==> src/rtl/wdt_keyed.sv <==
module wdt_keyed #(
  parameter int TICK_DIV = 62_500_000,
  parameter logic [15:0] KEY_A = 16'h5555,
  parameter logic [15:0] KEY_B = 16'hAAAA
) (
  input  logic        clk,
  input  logic        rst_n,
  input  logic        wr_en,
  input  logic        addr,
  input  logic [15:0] wdata,
  output logic [15:0] rdata,
  output logic        rst_req
);
  localparam int PW = (TICK_DIV > 2) ? $clog2(TICK_DIV) : 1;
  localparam logic [PW-1:0] PMAX = PW'(TICK_DIV - 1);

  logic          en;
  logic [7:0]    tmo;
  logic [7:0]    cnt;
  logic [PW-1:0] pre;
  logic          armed;

  wire ctl_wr   = wr_en && !addr;
  wire svc_wr   = wr_en && addr;
  wire en_rise  = ctl_wr && wdata[8] && !en;
  wire svc_done = svc_wr && armed && (wdata == KEY_B);
  wire reload   = en_rise || svc_done;
  wire tick     = (pre == PMAX);

  assign rdata = addr ? 16'h0000 : {7'b0, en, tmo};

  always_ff @(posedge clk or negedge rst_n) begin
    if (!rst_n) begin
      en  <= 1'b0;
      tmo <= 8'h00;
    end else if (ctl_wr) begin
      en  <= en | wdata[8];
      tmo <= wdata[7:0];
    end
  end

  always_ff @(posedge clk or negedge rst_n) begin
    if (!rst_n)      armed <= 1'b0;
    else if (svc_wr) armed <= (wdata == KEY_A);
  end

  always_ff @(posedge clk or negedge rst_n) begin
    if (!rst_n) begin
      cnt     <= 8'h00;
      pre     <= '0;
      rst_req <= 1'b0;
    end else if (!rst_req) begin
      if (reload) begin
        cnt <= en_rise ? wdata[7:0] : tmo;
        pre <= '0;
      end else if (en) begin
        pre <= tick ? '0 : pre + 1'b1;
        if (tick) begin
          if (cnt == 8'h00) rst_req <= 1'b1;
          else              cnt <= cnt - 1'b1;
        end
      end
    end
  end

  AST_EN_STICKY: assert property (@(posedge clk) disable iff (!rst_n)
    en |=> en);
  AST_REQ_HELD: assert property (@(posedge clk) disable iff (!rst_n)
    rst_req |=> rst_req);
  AST_REQ_NEEDS_EN: assert property (@(posedge clk) disable iff (!rst_n)
    rst_req |-> en);
  AST_SVC_READS_ZERO: assert property (@(posedge clk) disable iff (!rst_n)
    addr |-> (rdata == 16'h0000));
  AST_SVC_RELOAD: assert property (@(posedge clk) disable iff (!rst_n)
    (svc_done && !rst_req) |=> (cnt == $past(tmo)));
  AST_RISE_LOAD: assert property (@(posedge clk) disable iff (!rst_n)
    (en_rise && !rst_req) |=> (cnt == $past(wdata[7:0]) && pre == '0));
endmodule

==> config.mk <==
export PLATFORM = sky130hd
export DESIGN_NAME = wdt_keyed
export DESIGN_NICKNAME = d
export VERILOG_FILES = /design/src/rtl/wdt_keyed.sv
export SDC_FILE = /design/constraint.sdc
export NUM_CORES = 1
export LEC_CHECK = 0
export BUFFER_PORTS_ARGS = -buffer_cell sky130_fd_sc_hd__buf_2
export CAP_MARGIN = 10
export CORE_ASPECT_RATIO = 1.1
export CORE_MARGIN = 5
export CORE_UTILIZATION = 35
export CTS_CLUSTER_SIZE = 24
export DETAILED_ROUTE_END_ITERATION = 8
export PLACE_DENSITY = 0.6
export SETUP_SLACK_MARGIN = 0.3
export SKIP_LAST_GASP = 1
export SLEW_MARGIN = 20
export SYNTH_ARGS = -nofsm -noshare
export SYNTH_HDL_FRONTEND = slang
export SYNTH_SLANG_ARGS = --single-unit
==> constraint.sdc <==
create_clock -name clk -period 2.8 [get_ports clk]
set_clock_uncertainty 0.2 [all_clocks]
set_input_delay 0.56 -clock clk [delete_from_list [all_inputs] [get_ports clk]]
set_output_delay 0.56 -clock clk [all_outputs]
set_load 0.005 [all_outputs]
== Word-level counts from Yosys, hierarchy flattened ==
Index checks and enable logic that the tools add are counted.
W data, S select, Z words.
Operators by class
  add/sub/neg operators: 2
  equality and inequality tests: 4
  multiplexer cells: 14
  bitwise gates (word level): 2
  reduce and logical (&&, ||, !) cells: 14
Operators with widths (number)
  $mux W26: 3
  $mux W8: 5
  $add A26 B1 Y26 const B: 1
  $eq A26 B26 Y1 const B: 1
  $eq A16 B15 Y1 const B: 1
  $eq A16 B16 Y1 const B: 1
  $mux W9: 1
  $logic_not A8 Y1: 1
  $sub A8 B1 Y8 const B: 1
  $logic_and A1 B1 Y1: 6
  $mux W1: 5
  $reduce_and A4 Y1: 1
  $reduce_bool A2 Y1: 2
  $logic_not A1 Y1: 2
  $ne A2 B2 Y1 const B: 1
  $reduce_and A2 Y1: 1
  $logic_or A1 B1 Y1: 1
  $not A1 Y1: 1
  $or A1 B1 Y1: 1
Storage, ports and cells
  register bits after elaboration: 45
  input bits: 20
  output and inout bits: 17
  word-level logic and storage cells: 42

== Logic depth before layout (Yosys ltp) ==
Gate-level depths: netlist of run 1.
  depth after elaboration: 7
  mapped depth: 7
  depth with buffers taken out: 7

== Worst setup path before layout of run 1 ==
OpenSTA, ideal clock, no wires.
  path type: in2reg
  from: input port wdata[2]
  to: register pre[22]
  setup time: 78 ps
  arrival: 2374 ps
  data required time: 2522 ps
  path slack: 148 ps
  cell stages on the path: 6
  buffers on the path: 1
  cells stage by stage: nand4bb_1 or4_1 buf_2 o31a_1 or4_1 a21oi_1
On the way
  word-level cells in the longest chain between the ends: 5
  elaborated cells on any way between the ends: 6
  classes of those cells: eq/ne (1); mux (1); reduce/logical (4)
RTL lines
  from (decl): line 10  | input logic [15:0] wdata,
  $eq A16 B16 Y1 (*): line 26  | wire svc_done = svc_wr && armed && (wdata == KEY_B);
  $logic_and A1 B1 Y1 (*): line 26
  $logic_or A1 B1 Y1 (*): line 27  | wire reload = en_rise || svc_done;
  $reduce_bool A2 Y1 (no line)
  $reduce_and A2 Y1 (no line)
  to (signal assigned): line 57  | pre <= tick ? '0 : pre + 1'b1;
  to (decl): line 20  | logic [PW-1:0] pre;
Mark *: on every way between the ends. The rest lies on a longest branch, timed or not.
A chain may end at the register's enable or synchronous reset.

== Worst setup path after layout of run 1 ==
  from: register pre[18]
  to: register pre[11]
On the way
  word-level cells in the longest chain between the ends: 4
RTL lines
  $eq A26 B26 Y1: line 28  | wire tick = (pre == PMAX);
  $mux W26: line 57
  $mux W26: line 56  | end else if (en) begin
  $mux W26: line 53  | if (reload) begin
No other way between the ends. The select of a mux whose other input is x is not followed.

==> flow_metrics.py, run 1 <==
metrics = {
    "sta": {
        "max_freq_ghz": 0.390,
        "rsz0062_at_grt": "true",
        "finalHoldViolCount": 0,
        "period_share_pct": 91.6,
        "report.final.slew_viol_count": 0,
        "setup_viol": 0,
        "holdWs_ns": 0.337,
        "min_period_ns": 2.56,
        "fin_ws_ns": 0.235,
        "tns_ns": 0,
    },
    "worst_hold_path": {
        "hold_path_class": "reg -> reg",
    },
    "cells_and_area": {
        "antennaDiodeCount": 0,
        "fillCellCount": 836,
        "layout-drive-gt1-share_pct": 26.7,
        "final_cells": 493,
        "layout.nets": 405,
        "syn2layout_area_growth_pct": 22.1,
    },
    "clocking": {
        "numCtsBuffers": 5,
        "h-tree-depth": 2,
        "root_buffer": "clkbuf_8",
        "clock_path_buffers": 2,
        "clkTransAtPathRegs_ns": 0.09,
        "insertion_delay_ns": 0.30,
        "cts_tree": "yes",
        "cts.sinks": 45,
    },
    "die": {
        "io-pin-count": 37,
        "coreArea_sq_um": 8280,
        "die_h_um": 106,
        "initial_core_util_pct": 35.5,
        "die-area_sq_um": 10300,
        "die_w_um": 97.4,
        "num_rows": 35,
    },
    "run": {
        "cap_violations": 0,
    },
    "critical_path": {
        "critPathKind": "reg -> reg",
        "end_kind": "flop",
        "cp_max_fo": 5,
        "cp-start-kind": "flop",
        "arrival_ns": 2.55,
        "cp.required_ns": 2.78,
    },
    "grt": {
        "grt_max_degree": 29,
        "overflow": 0,
        "antenna_found_initial": 0,
        "grt_pass1_wl_um": 13200,
        "grt_pass1_vias": 2714,
        "track_usage_pct": 15.5,
    },
    "synthesis": {
        "async_reset_ff_share_pct": 100,
        "synth.top_cells.by_area": "dfrtp_1 38%, o31ai_1 4.1%, or4_1 4.1%",
        "ys_ff_latch": 45,
        "synth_top_family_by_area": "simple AND/OR/NAND/NOR gates",
        "postSynthAreaPerCell_sq_um": 9.07,
        "yosysWarningCount": 0,
        "yosys-top-cells-count": "45 x dfrtp_1, 25 x nand2_1, 22 x a21oi_1, 16 x o31ai_1, 16 x or4_1",
        "synth_top_cell_by_area": "dfrtp_1",
        "synth-xor-area-share_pct": 0,
        "synth-simple-area-share_pct": 33.1,
        "synth_most_common_cell": "dfrtp_1",
        "synthAdderAreaFrac_pct": 1.28,
        "synth.distinct_cells": 57,
        "synth-edff-count": 0,
        "syn_area_sq_um": 2940,
        "netlist_instances": 324,
        "yosys-mux-area-fraction_pct": 4.13,
        "synth_compound_area_share_pct": 17.7,
        "netlist.area_leader.share_pct": 38.3,
        "seq_area_frac_synth_pct": 38.3,
        "synthFlopType": "dfrtp_1",
    },
    "drt": {
        "top_layer": "met4",
        "drc_errors": 0,
        "dr.pass1.iters": 4,
        "wl_per_cell_um": 15.9,
        "drt-met1-wl_um": 3530,
        "vias": 2787,
        "drt_iter0_drc": 123,
        "met2_length_um": 3860,
        "wl_um": 7860,
        "ant_nets": 0,
        "viasPerCell": 5.65,
        "met3_length_um": 359,
    },
    "placement": {
        "post-place-ws_ns": -0.0844,
        "port_buffers": 29,
        "hpwl_um": 5970,
        "gp_congestion": 0.861,
        "dp.cells": 481,
    },
    "pwr": {
        "ir_drop_mv": 0.168,
        "cellPowerDensity_nw_per_um2": 342,
        "leakagePower_uw": 0.00144,
        "power.total_uw": 1230,
    },
    "outcome": {
        "status": "complete, no violations",
    },
}
==> sequential cells by signal, summed over array words and instances (netlist names) <==
signal / cells
rst_req: 1
cnt: 8
tmo: 8
armed: 1
pre: 26
en: 1
==> worst paths after layout <==
path	startpoint	to	slack (ns)	cells past startpoint
setup reg to reg	pre[18]	pre[11]	0.24	6
max in group asynchronous	rst_n	rst_req	1.34	3
setup / recovery	pre[18]	pre[11]	0.24	6
min in group asynchronous	rst_n	pre[23]	0.50	2
hold / removal	armed	armed	0.34	2
hold reg to reg	armed	armed	0.34	2
==> cell families after synthesis <==
group | Yosys count
multiplexers | 11
flip-flops | 45
AND/OR/NAND/NOR | 153
AO/OA/AOI/OAI | 79
adder cells (fa/ha/maj) | 3
buffers and inverters | 32
other | 1
==> metal layers <==
metal / vias to the layer above / GRT usage, %
li1: 1361 / -
met2: 75 / 26.2
met5: - / 0
met4: 0 / 4.25
met1: 1340 / 19.9
met3: 11 / 3.54
==> area by class of cell <==
type | instances | area [sq um] | share of cell area [%]
clock buffers | 7 | 86.3 | 2.41
inverters | 10 | 37.5 | 1.05
repair buffers | 67 | 445 | 12.4
multi-input cells | 253 | 1750 | 48.8
well taps | 111 | 139 | 3.87
flip-flops and latches | 45 | 1130 | 31.4
==> critical path, stage by stage (launching register included) <==
cell     delay [ns]
dfrtp_1        0.39
or4b_1         0.53
or4_4          0.45
nor4_4         0.37
nor3_2         0.06
buf_4          0.15
a221o_1        0.28
==> metrics by stage <==
stage               util (%)  instance area, sq um
finish                  43.3                  3590
global route            43.3                  3590
CTS                     42.8                  3540
detailed placement      41.0                  3400
global placement        41.0                  3400
floorplan                  -                  2980
==> repair_timing <==
action | CTS | global route
setup endpoints to repair | 16 | 27
resized for setup | 5 | 12
hold buffers | 1 | 0
pin swaps | 0 | 4
endpoints found under the hold margin | 15 | 0
buffers inserted | 3 | 1
==> layout by cell type (no fill, tap or decap), drive strengths merged, types with 4 or more instances in the layout <==
cell / instances
a21oi: 22
buf: 66
clkbuf: 7
conb: 7
dfrtp: 45
inv: 10
mux2: 9
nand2: 25
nand2b: 5
nand3: 12
nand4: 9
nand4bb: 4
nor2: 11
nor2b: 11
nor3: 7
nor4: 8
nor4b: 6
nor4bb: 4
o21ai: 14
o22ai: 6
o31ai: 16
or3: 9
or4: 17
==> where the power goes <==
part	switching [uW]	internal (uW)	leakage, uW	total [uW]
sequential	19.6	672	0.000554	691
clock	219	196	0.0000443	415
combinational	57.5	64.3	0.000844	122
Note: power is estimated with default switching activity, not from simulation.
==> inputs of run 2 (changes only) <==
--- a/config.mk
+++ b/config.mk
@@ -12,8 +12,9 @@
 export CORE_UTILIZATION = 35
 export CTS_CLUSTER_SIZE = 24
 export DETAILED_ROUTE_END_ITERATION = 8
+export HOLD_SLACK_MARGIN = 0.03
 export PLACE_DENSITY = 0.6
-export SETUP_SLACK_MARGIN = 0.3
+export SETUP_SLACK_MARGIN = 0.1
 export SKIP_LAST_GASP = 1
 export SLEW_MARGIN = 20
 export SYNTH_ARGS = -nofsm -noshare
==> flow_metrics.py, run 2 (synthesized netlist as in run 1, its figures left out) <==
metrics = {
    "outcome": {
        "status": "complete, no violations",
    },
    "sta": {
        "min_period_ns": 2.56,
        "setup_viol": 0,
        "max_freq_ghz": 0.391,
        "period_share_pct": 91.4,
        "report.final.slew_viol_count": 0,
        "finalHoldViolCount": 0,
        "fin_ws_ns": 0.240,
        "tns_ns": 0,
        "rsz0062_at_grt": "false",
    },
    "clocking": {
        "post-cts-setup-buffer-count": 0,
        "numCtsBuffers": 5,
        "root_buffer": "clkbuf_8",
        "cts_tree": "yes",
        "insertion_delay_ns": 0.29,
        "clock_path_buffers": 2,
        "cts.sinks": 45,
        "clkTransAtPathRegs_ns": 0.09,
        "h-tree-depth": 2,
    },
    "grt": {
        "antenna_found_initial": 0,
        "grt_max_degree": 29,
        "grt_pass1_wl_um": 13200,
        "track_usage_pct": 15.2,
        "grt_pass1_vias": 2810,
        "overflow": 0,
    },
    "critical_path": {
        "cp-start-kind": "input port",
        "end_kind": "flop",
        "crit_slowest_cell": "or4_4",
        "critical_path.cell_chain": "buf_2, nand4bb_1, or4_4, o31a_4, or4_1, a21oi_1",
        "cpLargestDelayFamily": "simple AND/OR/NAND/NOR gates",
        "cp.required_ns": 2.83,
        "arrival_ns": 2.59,
        "worst-path-buf-inv": 1,
        "worst_path_largest_cell_delay_ns": 0.59,
        "cp_max_fo": 17,
        "critPathKind": "in -> reg",
    },
    "run": {
        "cap_violations": 0,
    },
    "drt": {
        "vias": 2843,
        "drt_iter0_drc": 137,
        "wl_per_cell_um": 15.6,
        "drc_errors": 0,
        "ant_nets": 0,
        "wl_um": 7820,
        "dr.pass1.iters": 4,
        "viasPerCell": 5.69,
    },
    "die": {
        "die_h_um": 106,
        "num_rows": 35,
        "die-area_sq_um": 10300,
        "initial_core_util_pct": 35.5,
        "die_w_um": 97.4,
        "io-pin-count": 37,
        "coreArea_sq_um": 8280,
    },
    "cells_and_area": {
        "largest_reg_flops": 26,
        "top_register": "pre",
        "fillCellCount": 820,
        "final_cells": 500,
        "postLayoutCoreUtil_pct": 43.4,
        "mostFrequentLayoutCells": "45 x dfrtp_1, 42 x buf_4, 29 x buf_2",
        "reg.largest.list": "pre: 26 flops, cnt: 8 flops, tmo: 8 flops",
        "layout.nets": 411,
        "syn2layout_area_growth_pct": 22.2,
        "layout-drive-gt1-share_pct": 25.2,
        "final_common_cell": "dfrtp_1",
        "antennaDiodeCount": 0,
    },
    "pwr": {
        "cellPowerDensity_nw_per_um2": 352,
        "leakagePower_uw": 0.00146,
        "ir_drop_mv": 0.278,
    },
    "placement": {
        "gp_congestion": 0.866,
        "post-place-ws_ns": -0.252,
        "port_buffers": 29,
        "hpwl_um": 5950,
        "dp.cells": 491,
    },
    "worst_hold_path": {
        "hold_path_class": "reg -> reg",
    },
}
run 2: cell count changes in the layout (fill, tap and decap cells not counted), moves of 2 or more:
cell / change
nor2_1: +2
nor3_1: +2
nor2_2: -2
buf_4: +6
run 2: report_power, final:
part	internal, uW	switching (uW)
Combinational	67.1	58.3
Sequential	671	19.0
Clock	224	226
Total	962	303
run 2: area by class of cell:
class,count,area [sq um],area share [%]
clock inverters,1,5.00,0.139
clock buffers,7,96.3,2.68
inverters,10,37.5,1.05
flip-flops and latches,45,1130,31.4
well taps,111,139,3.87
repair buffers,73,490,13.7
multi-input cells,253,1700,47.2
run 2: metrics by stage:
stage / hold slack [ns] / instance area (sq um) / power [uW]
floorplan: 0.0644 / 2960 / 757
finish: 0.331 / 3590 / 1260
global route: 0.374 / 3590 / 1320
CTS: 0.335 / 3570 / 1280
detailed placement: 0.316 / 3460 / 829
global placement: 0.312 / 3460 / 826
run 2: final timing paths:
check,end,cells after the start,start,slack (ns)
max reg2reg,pre[10],8,pre[1],0.26
max in group asynchronous,cnt[6],3,rst_n,1.29
min,pre[1],2,pre[1],0.33
min in group asynchronous,pre[16],2,rst_n,0.52
min reg2reg,pre[1],2,pre[1],0.33
max,pre[21],6,wdata[2],0.24
run 2: worst reg2reg max path: cells and delay by family, from the launching register on:
family                     cells  cell delay (ns)
adders and majority gates      1             0.20
and+or+nand+nor                4             1.05
buffers and inverters          2             0.31
DFF                            1             0.38
AOI/OAI and AO/OA              1             0.28
run 2: per-layer routing:
metal | GRT usage (%) | wire, um | vias up | share of wire (%)
li1 | - | - | 1373 | -
met1 | 19.8 | 3520 | 1396 | 45
met2 | 26.4 | 3870 | 60 | 49
met3 | 2.49 | 305 | 14 | 3.9
met4 | 3.56 | 125 | 0 | 1.6
met5 | 0 | 0 | - | 0
run 2: repair_timing:
action                                 4_1_cts  5_1_grt
endpoints found under the hold margin       16        0
setup endpoints to repair                    7       12
gates resized for setup                      1        4
hold buffers                                 1        0
==> inputs of run 3 (changes only) <==
--- a/config.mk
+++ b/config.mk
@@ -9,11 +9,11 @@
 export CAP_MARGIN = 10
 export CORE_ASPECT_RATIO = 1.1
 export CORE_MARGIN = 5
-export CORE_UTILIZATION = 35
+export CORE_UTILIZATION = 45
 export CTS_CLUSTER_SIZE = 24
 export DETAILED_ROUTE_END_ITERATION = 8
 export HOLD_SLACK_MARGIN = 0.03
-export PLACE_DENSITY = 0.6
+export PLACE_DENSITY = 0.72
 export SETUP_SLACK_MARGIN = 0.1
 export SKIP_LAST_GASP = 1
 export SLEW_MARGIN = 20
==> flow_metrics.py, run 3 (synthesized netlist as in run 1, its figures left out) <==
metrics = {
    "sta": {
        "holdWs_ns": 0.0249,
        "finalHoldViolCount": 0,
        "min_period_ns": 2.60,
        "tightest_slew_ns": 0.591,
        "setup_viol": 0,
        "max_freq_ghz": 0.384,
        "relSlewSlack_pct": 59.6,
        "period_share_pct": 92.9,
        "rsz0062_at_grt": "false",
        "report.final.slew_viol_count": 0,
        "tns_ns": 0,
    },
    "cells_and_area": {
        "layout.nets": 409,
        "reg.largest.list": "pre: 26 flops, cnt: 8 flops, tmo: 8 flops",
        "syn2layout_area_growth_pct": 19.6,
        "mostFrequentLayoutCells": "45 x dfrtp_1, 40 x buf_4, 29 x buf_2",
        "postLayoutCoreUtil_pct": 56.1,
        "fillCellCount": 557,
        "layout-drive-gt1-share_pct": 24.8,
        "final_common_cell": "dfrtp_1",
        "antennaDiodeCount": 0,
        "top_register": "pre",
        "final_area_sq_um": 3510,
        "largest_reg_flops": 26,
    },
    "critical_path": {
        "cp.required_ns": 2.79,
        "crit_slowest_cell": "or4b_1",
        "cp-start-kind": "flop",
        "critical_path.cell_chain": "or4b_1, or4_4, nor4_2, nor3_1, buf_4, a221o_1",
        "cp_max_fo": 4,
        "rr_startpoint": "pre[18]",
        "arrival_ns": 2.59,
        "critPathKind": "reg -> reg",
        "r2r.worst_path.cells": 6,
        "end_kind": "flop",
        "r2r_setup_slack_ns": 0.20,
        "r2r_end": "pre[10]",
        "worst_path_largest_cell_delay_ns": 0.52,
    },
    "die": {
        "initial_core_util_pct": 46.9,
        "die_w_um": 87.0,
        "num_rows": 30,
        "coreArea_sq_um": 6270,
        "die_h_um": 94.7,
        "io-pin-count": 37,
        "die-area_sq_um": 8250,
    },
    "drt": {
        "ant_nets": 0,
        "dr.pass1.iters": 4,
        "drt_iter0_drc": 181,
        "drc_errors": 0,
        "wl_per_cell_um": 16.4,
        "vias": 2864,
        "wl_um": 7640,
        "viasPerCell": 6.13,
    },
    "clocking": {
        "insertion_delay_ns": 0.30,
        "cts.sinks": 45,
        "numCtsBuffers": 5,
        "clock_path_buffers": 2,
        "clkTransAtPathRegs_ns": 0.09,
        "h-tree-depth": 2,
        "cts_tree": "yes",
        "cts_hold_repair.buffers": 0,
        "root_buffer": "clkbuf_8",
    },
    "grt": {
        "grt_pass1_vias": 2890,
        "grt_max_degree": 46,
        "overflow": 0,
        "antenna_found_initial": 0,
        "grt_pass1_wl_um": 13100,
        "track_usage_pct": 19.7,
    },
    "placement": {
        "hpwl_um": 5690,
        "port_buffers": 29,
        "dpl_cell_area_sq_um": 3410,
        "gp_congestion": 0.879,
    },
    "pwr": {
        "ir_drop_mv": 0.262,
        "leakagePower_uw": 0.00144,
        "cellPowerDensity_nw_per_um2": 345,
    },
    "outcome": {
        "status": "complete, no violations",
    },
    "run": {
        "cap_violations": 0,
    },
    "worst_hold_path": {
        "hold_path_class": "in -> async",
    },
}
-- run 3: changes by cell type in the layout (fill, tap and decap cells not counted), sizes merged --
| cell | change |
|---|---|
| buf | -1 |
| clkbuf | -1 |
| clkinv | +1 |
| dlygate4sd3 | -1 |
-- run 3: critical path, delay by kind of cell, from the launching register on --
family / cells / cell delay, ns
buffers and inverters: 1 / 0.16
AO/OA/AOI/OAI: 1 / 0.29
AND/OR/NAND/NOR: 4 / 1.46
flip-flops: 1 / 0.38
-- run 3: power breakdown --
group          switching, uW  internal (uW)  leakage, uW
logic                   59.2           67.7     0.000837
clock network            223            173    0.0000450
registers               18.6            672     0.000554
-- run 3: what timing repair did --
action | in CTS | in global routing
buffers inserted | 0 | 0
setup endpoints to repair | 0 | 22
gates resized for setup | 0 | 6
-- run 3: final cells by class --
| class | count | area, sq um | share of cell area [%] |
|---|---|---|---|
| inverter | 10 | 37.5 | 1.07 |
| timing repair buffer | 71 | 477 | 13.6 |
| clock buffer | 6 | 72.6 | 2.06 |
| clock inverter | 2 | 10.0 | 0.285 |
| sequential | 45 | 1130 | 32.0 |
| multi-input combinational | 253 | 1690 | 48.1 |
| tap | 80 | 100 | 2.85 |
-- run 3: per-stage QoR --
step                setup slack (ns)  std cells  power (uW)
finish                         0.198        467        1210
global route                   0.114        467        1280
CTS                            0.104        467        1230
detailed placement            -0.232        459         829
global placement              -0.170        459         825
floorplan                      0.148        330         757
-- run 3: worst max path at each step --
stage | start | to | cells past startpoint
final | pre[18] | pre[10] | 6
after global routing | pre[0] | cnt[0] | 6
after CTS | wdata[2] | pre[23] | 6
after detailed placement | wdata[2] | pre[23] | 6
after global placement | wdata[2] | pre[9] | 10
after floorplan | wdata[2] | pre[22] | 6
-- run 3: per-layer routing --
metal	GRT usage, %	share of wire (%)	vias up
li1	-	-	1374
met1	24.1	42	1401
met2	34.8	51	77
met3	2.79	4.6	12
met4	7.27	1.9	0
met5	0	0	-
